File: src/rtl/scsi_seq_pkg.sv
// Shared constants and types for the initiator phase sequencer.
// Assumes 8-bit status and interrupt registers and a 3-bit step register.
package scsi_seq_pkg;

    localparam int SEQ_W = 3;

    typedef enum logic [0:0] {
        S_IDLE = 1'b0,
        S_REQ  = 1'b1
    } seq_state_t;

    // Opcodes (without the DMA flag)
    localparam logic [6:0] OP_XFER    = 7'h10;
    localparam logic [6:0] OP_CMPL    = 7'h11;
    localparam logic [6:0] OP_MSGOK   = 7'h12;
    localparam logic [6:0] OP_SEL     = 7'h42;
    localparam logic [6:0] OP_SELSTOP = 7'h43;

    // Status register bits and phase codes
    localparam logic [7:0] ST_INT    = 8'h80;
    localparam logic [7:0] ST_TC     = 8'h10;
    localparam logic [7:0] ST_ACKCLR = 8'hE0;
    localparam logic [7:0] PH_DIN    = 8'h01;
    localparam logic [7:0] PH_CMD    = 8'h02;
    localparam logic [7:0] PH_STAT   = 8'h03;

    // Interrupt-cause codes
    localparam logic [7:0] IC_DISC  = 8'h20;
    localparam logic [7:0] IC_BSFC  = 8'h18;
    localparam logic [7:0] IC_BS    = 8'h10;

    // Sequence-step codes
    localparam logic [SEQ_W-1:0] STEP_NONE = 3'd0;
    localparam logic [SEQ_W-1:0] STEP_CMD  = 3'd4;

endpackage

File: src/rtl/scsi_tgt_check.sv
// Target presence check: decides whether an ID holds a device.
// Assumes IDs at or above NUM_DEVS (the host's own ID) never hold one.
module scsi_tgt_check #(
    parameter int ID_W     = 3,
    parameter int NUM_DEVS = 7
) (
    input  logic [ID_W-1:0]     id_i,
    input  logic [NUM_DEVS-1:0] mask_i,
    output logic                present_o
);

    logic [NUM_DEVS-1:0] hit;

    // One comparator per device slot
    for (genvar i = 0; i < NUM_DEVS; i++) begin : g_slot
        assign hit[i] = mask_i[i] && (id_i == ID_W'(i));
    end

    // Present when any slot matches
    assign present_o = |hit;

endmodule

File: src/rtl/scsi_xfer_len.sv
// Transfer-step length: zero count means full range; capped while command
// bytes are pending, otherwise bounded by the remaining signed byte count.
module scsi_xfer_len #(
    parameter int COUNT_W = 16,
    parameter int CMD_CAP = 32,
    localparam int LEN_W  = COUNT_W + 1
) (
    input  logic [COUNT_W-1:0] count_i,
    input  logic [LEN_W-1:0]   rem_i,
    input  logic               cmd_pend_i,
    output logic [LEN_W-1:0]   len_o
);

    localparam logic [LEN_W-1:0] FULL = {1'b1, {COUNT_W{1'b0}}};
    localparam logic [LEN_W-1:0] CAPV = LEN_W'(CMD_CAP);

    logic [LEN_W-1:0] eff;
    logic [LEN_W-1:0] mag;

    // Pick the effective count, the remaining magnitude and the minimum
    always_comb begin
        eff = (count_i == '0) ? FULL : {1'b0, count_i};
        mag = rem_i[LEN_W-1] ? (~rem_i + 1'b1) : rem_i;
        if (cmd_pend_i)
            len_o = (eff < CAPV) ? eff : CAPV;
        else
            len_o = (eff < mag) ? eff : mag;
    end

    // Command-byte steps never exceed the cap
    always_comb begin
        if (cmd_pend_i)
            assert_len_cap_R5: assert (len_o <= CAPV);
    end

endmodule

File: src/rtl/scsi_phase_seq.sv
// Initiator phase sequencer top. Takes one command per strobe while idle,
// checks the target, runs the valid/ready exchange with the target model and
// loads status, interrupt-cause and step codes, raising irq.
// Assumes commands arriving while a target request is pending are dropped,
// and one-cycle pulses on dma_done and tgt_done.
module scsi_phase_seq #(
    parameter int ID_W    = 3,
    parameter int HOST_ID = 7,
    parameter int COUNT_W = 16,
    parameter int CMD_CAP = 32,
    parameter int FIFO_W  = 5,
    localparam int NUM_DEVS = HOST_ID,
    localparam int LEN_W    = COUNT_W + 1
) (
    input  logic                clk,
    input  logic                rst_n,
    input  logic                cmd_valid,
    input  logic [6:0]          cmd_code,
    input  logic                cmd_dma,
    input  logic [2:0]          cmd_ident_lun,
    input  logic [ID_W-1:0]     tgt_sel,
    input  logic [COUNT_W-1:0]  count_in,
    input  logic [NUM_DEVS-1:0] present_mask,
    input  logic                intr_ack,
    input  logic                dma_done,
    output logic                tgt_req_valid,
    input  logic                tgt_req_ready,
    output logic [ID_W-1:0]     tgt_req_id,
    output logic [2:0]          tgt_req_lun,
    input  logic [LEN_W-1:0]    tgt_len,
    output logic                tgt_cancel,
    input  logic                tgt_done,
    input  logic [7:0]          tgt_status,
    output logic [7:0]          stat_q,
    output logic [7:0]          intr_q,
    output logic [2:0]          seq_q,
    output logic [FIFO_W-1:0]   fifo_flags,
    output logic [COUNT_W-1:0]  count_q,
    output logic [LEN_W-1:0]    xfer_len,
    output logic [7:0]          resp_status,
    output logic                irq
);
    import scsi_seq_pkg::*;

    seq_state_t       st_q;
    logic             active_q;
    logic             pend_q;
    logic             busy_q;
    logic [ID_W-1:0]  id_q;
    logic [2:0]       lun_q;
    logic [LEN_W-1:0] rem_q;
    logic [7:0]       sense_q;
    logic             cancel_q;
    logic             present;
    logic [LEN_W-1:0] len_w;
    logic             accept;
    logic             is_sel;

    scsi_tgt_check #(.ID_W(ID_W), .NUM_DEVS(NUM_DEVS)) u_chk (
        .id_i      (tgt_sel),
        .mask_i    (present_mask),
        .present_o (present)
    );

    scsi_xfer_len #(.COUNT_W(COUNT_W), .CMD_CAP(CMD_CAP)) u_len (
        .count_i    (count_in),
        .rem_i      (rem_q),
        .cmd_pend_i (pend_q),
        .len_o      (len_w)
    );

    // Command acceptance decode
    assign accept = cmd_valid && (st_q == S_IDLE);
    assign is_sel = (cmd_code == OP_SEL) || (cmd_code == OP_SELSTOP);

    // Target-side outputs
    assign tgt_req_valid = (st_q == S_REQ);
    assign tgt_req_id    = id_q;
    assign tgt_req_lun   = lun_q;
    assign tgt_cancel    = cancel_q;

    // Sequencer state and register file; later events take priority
    always_ff @(posedge clk) begin
        if (!rst_n) begin
            st_q        <= S_IDLE;
            active_q    <= 1'b0;
            pend_q      <= 1'b0;
            busy_q      <= 1'b0;
            id_q        <= '0;
            lun_q       <= '0;
            rem_q       <= '0;
            sense_q     <= '0;
            cancel_q    <= 1'b0;
            stat_q      <= '0;
            intr_q      <= '0;
            seq_q       <= '0;
            fifo_flags  <= '0;
            count_q     <= '0;
            xfer_len    <= '0;
            resp_status <= '0;
            irq         <= 1'b0;
        end else begin
            cancel_q <= 1'b0;

            if (intr_ack) begin
                stat_q <= stat_q & ~ST_ACKCLR;
                irq    <= 1'b0;
            end

            if (accept) begin
                if (cmd_dma)
                    count_q <= count_in;
                if (is_sel) begin
                    cancel_q <= active_q;
                    busy_q   <= 1'b0;
                    if (!present) begin
                        stat_q   <= ST_INT;
                        intr_q   <= IC_DISC;
                        seq_q    <= STEP_NONE;
                        irq      <= 1'b1;
                        active_q <= 1'b0;
                        pend_q   <= 1'b0;
                    end else begin
                        id_q     <= tgt_sel;
                        lun_q    <= cmd_dma ? cmd_ident_lun : 3'd0;
                        active_q <= 1'b1;
                        if (cmd_code == OP_SEL) begin
                            st_q <= S_REQ;
                        end else begin
                            stat_q <= ST_INT | ST_TC | PH_CMD;
                            intr_q <= IC_BSFC;
                            seq_q  <= STEP_CMD;
                            irq    <= 1'b1;
                            pend_q <= 1'b1;
                        end
                    end
                end else if (cmd_code == OP_XFER) begin
                    xfer_len <= len_w;
                    if (pend_q) begin
                        pend_q <= 1'b0;
                        st_q   <= S_REQ;
                    end else if (cmd_dma) begin
                        stat_q <= stat_q & ~ST_TC;
                        busy_q <= 1'b1;
                    end
                end else if (cmd_code == OP_CMPL || cmd_code == OP_MSGOK) begin
                    resp_status <= sense_q;
                    irq         <= 1'b1;
                    if (cmd_dma) begin
                        stat_q <= ST_INT | ST_TC | PH_STAT;
                        intr_q <= IC_BSFC;
                        seq_q  <= STEP_CMD;
                    end else begin
                        fifo_flags <= FIFO_W'(2);
                    end
                    if (cmd_code == OP_MSGOK) begin
                        intr_q <= IC_DISC;
                        seq_q  <= STEP_NONE;
                    end
                end
            end

            if ((st_q == S_REQ) && tgt_req_ready) begin
                st_q  <= S_IDLE;
                rem_q <= tgt_len;
                if (tgt_len != '0)
                    stat_q <= ST_INT | ST_TC | (tgt_len[LEN_W-1] ? 8'h00 : PH_DIN);
                intr_q <= IC_BSFC;
                seq_q  <= STEP_CMD;
                irq    <= 1'b1;
            end

            if (dma_done && busy_q) begin
                busy_q     <= 1'b0;
                rem_q      <= rem_q[LEN_W-1] ? (rem_q + xfer_len) : (rem_q - xfer_len);
                stat_q     <= stat_q | ST_INT | ST_TC;
                intr_q     <= IC_BS;
                seq_q      <= STEP_NONE;
                fifo_flags <= '0;
                count_q    <= '0;
                irq        <= 1'b1;
            end

            if (tgt_done) begin
                sense_q    <= tgt_status;
                stat_q     <= ST_INT | ST_TC | PH_STAT;
                intr_q     <= IC_BS;
                seq_q      <= STEP_NONE;
                fifo_flags <= '0;
                count_q    <= '0;
                irq        <= 1'b1;
                active_q   <= 1'b0;
                busy_q     <= 1'b0;
                rem_q      <= '0;
            end
        end
    end

    // Absent target ends in an immediate disconnect
    assert_absent_disc_R2: assert property (@(posedge clk) disable iff (!rst_n)
        (accept && is_sel && !present && !tgt_done && !dma_done)
        |=> (intr_q == IC_DISC && seq_q == STEP_NONE && irq && stat_q == ST_INT));

    // Target request is held until accepted
    assert_req_hold_R3: assert property (@(posedge clk) disable iff (!rst_n)
        (tgt_req_valid && !tgt_req_ready) |=> tgt_req_valid);

    // Select-and-stop never asks the target for anything
    assert_stop_noreq_R4: assert property (@(posedge clk) disable iff (!rst_n)
        (accept && cmd_code == OP_SELSTOP) |=> !tgt_req_valid);

    // Target completion always lands in the bus-service/step-0 codes
    assert_done_codes_R9: assert property (@(posedge clk) disable iff (!rst_n)
        tgt_done |=> (intr_q == IC_BS && seq_q == STEP_NONE && irq && count_q == '0));

    // Cancel only follows a select
    assert_cancel_src_R10: assert property (@(posedge clk) disable iff (!rst_n)
        tgt_cancel |-> $past(accept && is_sel));

    // Step register only ever holds one of two codes
    always_comb begin
        if (rst_n)
            assert_step_code_R3: assert (seq_q == STEP_NONE || seq_q == STEP_CMD);
    end

endmodule

File: config.mk
export PLATFORM = sky130hd
export DESIGN_NAME = scsi_phase_seq
export DESIGN_NICKNAME = d
export VERILOG_FILES = /design/src/rtl/scsi_seq_pkg.sv /design/src/rtl/scsi_tgt_check.sv /design/src/rtl/scsi_xfer_len.sv /design/src/rtl/scsi_phase_seq.sv
export SDC_FILE = /design/constraint.sdc
export NUM_CORES = 1
export LEC_CHECK = 0
export ABC_AREA = 1
export ABC_CLOCK_PERIOD_IN_PS = 2700
export BUFFER_PORTS_ARGS = -buffer_cell sky130_fd_sc_hd__buf_2
export CAP_MARGIN = 10
export CORE_UTILIZATION = 46
export CTS_CLUSTER_SIZE = 10
export DETAILED_ROUTE_END_ITERATION = 8
export PLACE_DENSITY = 0.8
export SYNTH_ARGS = -nofsm -noshare
export SYNTH_HDL_FRONTEND = slang
export SYNTH_HIERARCHICAL = 1
export SYNTH_SLANG_ARGS = --single-unit
File: constraint.sdc
create_clock -name clk -period 2.7 [get_ports clk]
set_input_delay 0.135 -clock clk [delete_from_list [all_inputs] [get_ports clk]]
set_output_delay 0.135 -clock clk [all_outputs]
set_load 0.02 [all_outputs]
# Word-level counts from Yosys, hierarchy flattened
# Cells that the tools add are included.
dict set report classes {
  order_cmp 2
  n_addsub 3
  mul 0
  n_mux 68
  bitwise_logic 6
  n_eq_ne 21
  reduce_logical 45
  div 0
  n_shift 0
}
# op count
set op_table {}
lappend op_table {{two-way mux 8 bit} 21}
lappend op_table {{two-way mux 17 bit} 8}
lappend op_table {{two-way mux 3 bit} 10}
lappend op_table {{two-way mux 1 bit} 25}
lappend op_table {{AND reduction 5 bit} 5}
lappend op_table {{equality test 7 x 5 -> 1 bit, second input constant} 3}
lappend op_table {{two-way mux 5 bit} 4}
lappend op_table {{adder 17 x 1 -> 17 bit, second input constant} 1}
lappend op_table {{adder 17 bit} 1}
lappend op_table {{< comparator 17 bit} 1}
lappend op_table {{< comparator 17 x 6 -> 1 bit, second input constant} 1}
lappend op_table {{NOT 17 bit} 1}
lappend op_table {{nonzero test 17 bit} 1}
lappend op_table {{subtractor 17 bit} 1}
lappend op_table {{zero test 16 bit} 1}
lappend op_table {{equality test 7 bit, second input constant} 2}
lappend op_table {{AND reduction 3 bit} 4}
lappend op_table {{nonzero test 2 bit} 6}
lappend op_table {{logical AND 1 bit} 10}
lappend op_table {{equality test 3 bit, second input constant} 3}
lappend op_table {{AND reduction 4 bit} 2}
lappend op_table {{nonzero test 4 bit} 2}
lappend op_table {{OR reduction 7 bit} 1}
lappend op_table {{equality test 3 x 2 -> 1 bit, second input constant} 2}
lappend op_table {{other kinds (18)} 29}
dict set report totals {
  ram_bits 0
  register_bits 98
  in_bits 69
  n_memories 0
  mem_bits_ro 0
  out_inout_bits 74
  elab_cells 167
  latchBits 0
}

# Logic depth before layout (Yosys ltp)
dict set report depth {
  depth_word 10
  mapped_depth 23
  depth_no_buf 22
}

# Cells and area by module
# The synthesis kept the hierarchy.
# mod instances cells_per_inst seq_area_each_um2 area_per_inst_um2
set by_module_without_submodules {}
lappend by_module_without_submodules {scsi_phase_seq 1 758 1801.7 5132.4}
lappend by_module_without_submodules {scsi_xfer_len 1 284 0.0 1432.6}
lappend by_module_without_submodules {scsi_tgt_check 1 19 0.0 85.1}

# Worst setup path before layout
# OpenSTA, ideal clock, no wires.
dict set report synth_timing {
  path_type {flip-flop to flip-flop}
  startpoint {register rem_q[1]}
  endpoint {register xfer_len[9]}
  period_less_slack_ns 2.674
  n_path_buf 1
  arrival_time_ns 2.554
  slack_ns 0.026
  path_stages_with_launch 20
  setup_time_ns 0.119
  required_time_ns 2.581
  path_cell_list {dfxtp_1 inv_1 ha_1 nand2_1 nor2_1 nand3_1 nor3_1 inv_1 ha_1 nand2_2 inv_1 nand2_1 nand2_2 a21oi_4 nand3_4 buf_6 o21ai_1 nor2_1 o21ai_0 a21oi_1}
}
dict set report synth_between {
  elab_chain_cells 6
}
# element line_no
set synth_rtl {}
lappend synth_rtl {{start: declaration} scsi_phase_seq.sv:51} ;# logic [LEN_W-1:0] rem_q;
lappend synth_rtl {{start signal: assignment} scsi_phase_seq.sv:165} ;# rem_q <= tgt_len;
lappend synth_rtl {{start signal: assignment} scsi_phase_seq.sv:175} ;# rem_q <= rem_q[LEN_W-1] ? (rem_q + xfer_len) : (rem_q - xfer_len);
lappend synth_rtl {{NOT 17 bit} scsi_xfer_len.sv:23} ;# mag = rem_i[LEN_W-1] ? (~rem_i + 1'b1) : rem_i;
lappend synth_rtl {{adder 17 x 1 -> 17 bit} scsi_xfer_len.sv:23}
lappend synth_rtl {{two-way mux 17 bit (*)} scsi_xfer_len.sv:23}
lappend synth_rtl {{< comparator 17 bit} scsi_xfer_len.sv:27} ;# len_o = (eff < mag) ? eff : mag;
lappend synth_rtl {{two-way mux 17 bit (*)} scsi_xfer_len.sv:27}
lappend synth_rtl {{two-way mux 17 bit (*)} scsi_xfer_len.sv:24} ;# if (cmd_pend_i)
lappend synth_rtl {{via len_w[9]} scsi_phase_seq.sv:55} ;# logic [LEN_W-1:0] len_w;
lappend synth_rtl {{end signal: assignment} scsi_phase_seq.sv:138} ;# xfer_len <= len_w;
lappend synth_rtl {{end: declaration} scsi_phase_seq.sv:39} ;# output logic [LEN_W-1:0] xfer_len,
# Mark *: on every way through the listed nets, which the timed path passes. The rest lies on a longest branch.
# A chain may end at the register's enable or synchronous reset.

# Final worst setup path
dict set report layout_timing {
  startpoint {register rem_q[9]}
  endpoint {register xfer_len[9]}
}
# Same word-level chain as after synthesis.

==> results.cfg <==
[clock_tree]
h-tree-depth = 3
cts_made_buffers = 9
cts_buffer_depth = 2
root_buffer = clkbuf_16
cts_tree = yes
clock-sinks = 90
path_clk_slew_ps = 70
clk_latency_ps = 360

[route]
wire_per_inst_um = 15.3
drc = 0
ant_nets = 0
via_per_inst = 5.39
wl_um = 22000
first_pass_iters = 7
num_vias = 7748
drt_iter0_drc = 681

[logic_synthesis]
synth-seq-cells = 90
ys_warn_count = 6
yosysSeqAreaShare = 0.271
synthFlopType = dfxtp_1
synth-edff-count = 0
async_flop_share = 0
syn_area_sq_um = 6650
synth_cells = 1061
ys_types = 45
syn_area_per_cell_sq_um = 6.27

[grt]
grt_pass1_vias = 6954
track_usage = 0.275
grt_pass1_wl_um = 32500
grt_max_degree = 36
antenna_found_initial = 0
grt_remaining_overflow = 0

[placement]
dpl.hpwl_um = 15300
gp_congestion = 0.944
placedCellCount = 1391
numPortBuffers = 131
place_area_sq_um = 7730
place_ws_ps = -270

[floorplan]
die-area_sq_um = 14900
rows = 43
pin_count = 143
start_util = 0.475
die_y_um = 122
die_w_um = 122
core-area_sq_um = 14000

[min_path]
hold_start = tgt_status[4]
hold_path_class = input port to flip-flop

[timing]
worstMarginPinSlew_ps = 650
setup_slack_ps = -200
rsz0062_at_grt = yes
setup-violations-final = 17
hold_violations = 0
max_slew_margin = 0.566
tns_ps = -2000
final_max_slew_viol_count = 0
fin_worst_skew_ps = 13.8
fin_crit_ps = 2900
period_share = 1.07
fmax_mhz = 345
holdWs_ps = 2.37

[finish]
mostFrequentLayoutCells = nand2_1, nor2_1, buf_2, inv_1, dfxtp_1
final_util = 0.636
nets = 1357
fin_cells = 1437
fin_area_sq_um = 8900
diodes = 0
final_common_cell = nand2_1
synthToLayoutAreaGrowth_pct = 33.8
drive_above_1_share = 0.327

[critical_path]
end_kind = flip-flop
cp.arrival_ps = 3170
crit_top_cell = nand2_1
crit_fanout = 6
worstPathCellList = nor2_1, nand2_1, nor2_1, nand2_1, nand2_1, nand2_1, nand2_2, inv_2, ha_4, nand2_4, nor2_4, nand2_4, nor2_4, nand2_4, buf_12, nand3_4, o21ai_2, nor2_1, o21ai_1, a21oi_1
worstPathRequired_ps = 2970
critPathMaxStageDelay_ps = 410
path_class = flip-flop to flip-flop
cp_slowest_cell = dfxtp_1
startpoint_type = flip-flop
crit_path_start = rem_q[9]
r2r-start = rem_q[9]

[power_and_ir_drop]
irDropWorstVdd_mv = 0.381
pwr_density_cell_nw_per_um2 = 359
finalPower_mw = 3.20
p_leak_nw = 4.68

[job]
maxCapViolations = 0

[run_status]
status = finished, violations left
violations = negative setup slack
power by group:
part | internal, mW | switching (mW) | total, mW | leakage (nW)
Sequential | 1.35 | 0.0149 | 1.36 | 0.735
Clock | 0.745 | 0.617 | 1.36 | 0.155
Combinational | 0.175 | 0.294 | 0.469 | 3.79
Total | 2.27 | 0.926 | 3.20 | 4.68
worst max-delay path, delay by kind of cell (launching register included):
family | cells | cell delay, ps
and+or+nand+nor | 14 | 1610
DFF | 1 | 410
AOI/OAI and AO/OA | 3 | 310
adders and majority gates | 1 | 270
buffers and inverters | 2 | 210
path summary, 6_finish.rpt:
path	endpoint	slack, ps	cells after the start
worst max register to register	xfer_len[9]	-200	20
worst min register to register	stat_q[6]	440	2
worst max-delay path	xfer_len[9]	-200	20
worst min-delay path	sense_q[4]	2	3
logic make-up after synthesis:
| family | Yosys count | share of synthesized area |
|---|---|---|
| adder cells (fa/ha/maj) | 36 | 0.0689 |
| AND/OR/NAND/NOR | 555 | 0.364 |
| other | 1 | 0.000564 |
| XOR/XNOR | 30 | 0.0395 |
| AO/OA/AOI/OAI | 168 | 0.138 |
| flip-flops | 90 | 0.271 |
| buffers and inverters | 181 | 0.118 |
synthesized netlist by cell type, types with 14 or more instances:
master    instances  share of area
nand2_1         259           0.15
nor2_1          160          0.090
inv_1           121          0.068
dfxtp_1          90           0.27
o21ai_0          77          0.058
nand3_1          75          0.056
a21oi_1          60          0.045
ha_1             35          0.066
xor2_1           28          0.037
clkbuf_1         21          0.012
nand4_1          19          0.018
buf_4            14          0.016
sequential cells by signal, summed over array words and instances, names as in the netlist, 2 cells and up:
name	cells
resp_status	8
count_q	16
sense_q	8
tgt_req_id	3
stat_q	8
xfer_len	17
rem_q	17
tgt_req_lun	3
intr_q	2
per-layer routing:
layer,part of all wire,global-route usage,up-vias
li1,-,-,3743
met1,0.39,0.320,3555
met2,0.50,0.485,369
met3,0.073,0.0637,81
met4,0.038,0.110,0
met5,0,0,-
what timing repair did:
| action | CTS | global route |
|---|---|---|
| gates resized for setup | 46 | 140 |
| pin swaps | 21 | 91 |
| endpoints found under the hold margin | 2 | 0 |
| hold buffers | 2 | 0 |
| setup buffers | 10 | 15 |
| endpoints found under the setup margin | 20 | 28 |
| cloned | 3 | 0 |
area by class of cell:
type,count,area (sq um)
multi-input cells,803,4670
clock inverters,7,87.6
inverters,130,502
flip-flops and latches,90,1820
repair buffers,218,1380
fillers,1213,5090
clock buffers,9,225
well taps,180,225
Note: power is estimated with default switching activity, not from simulation.
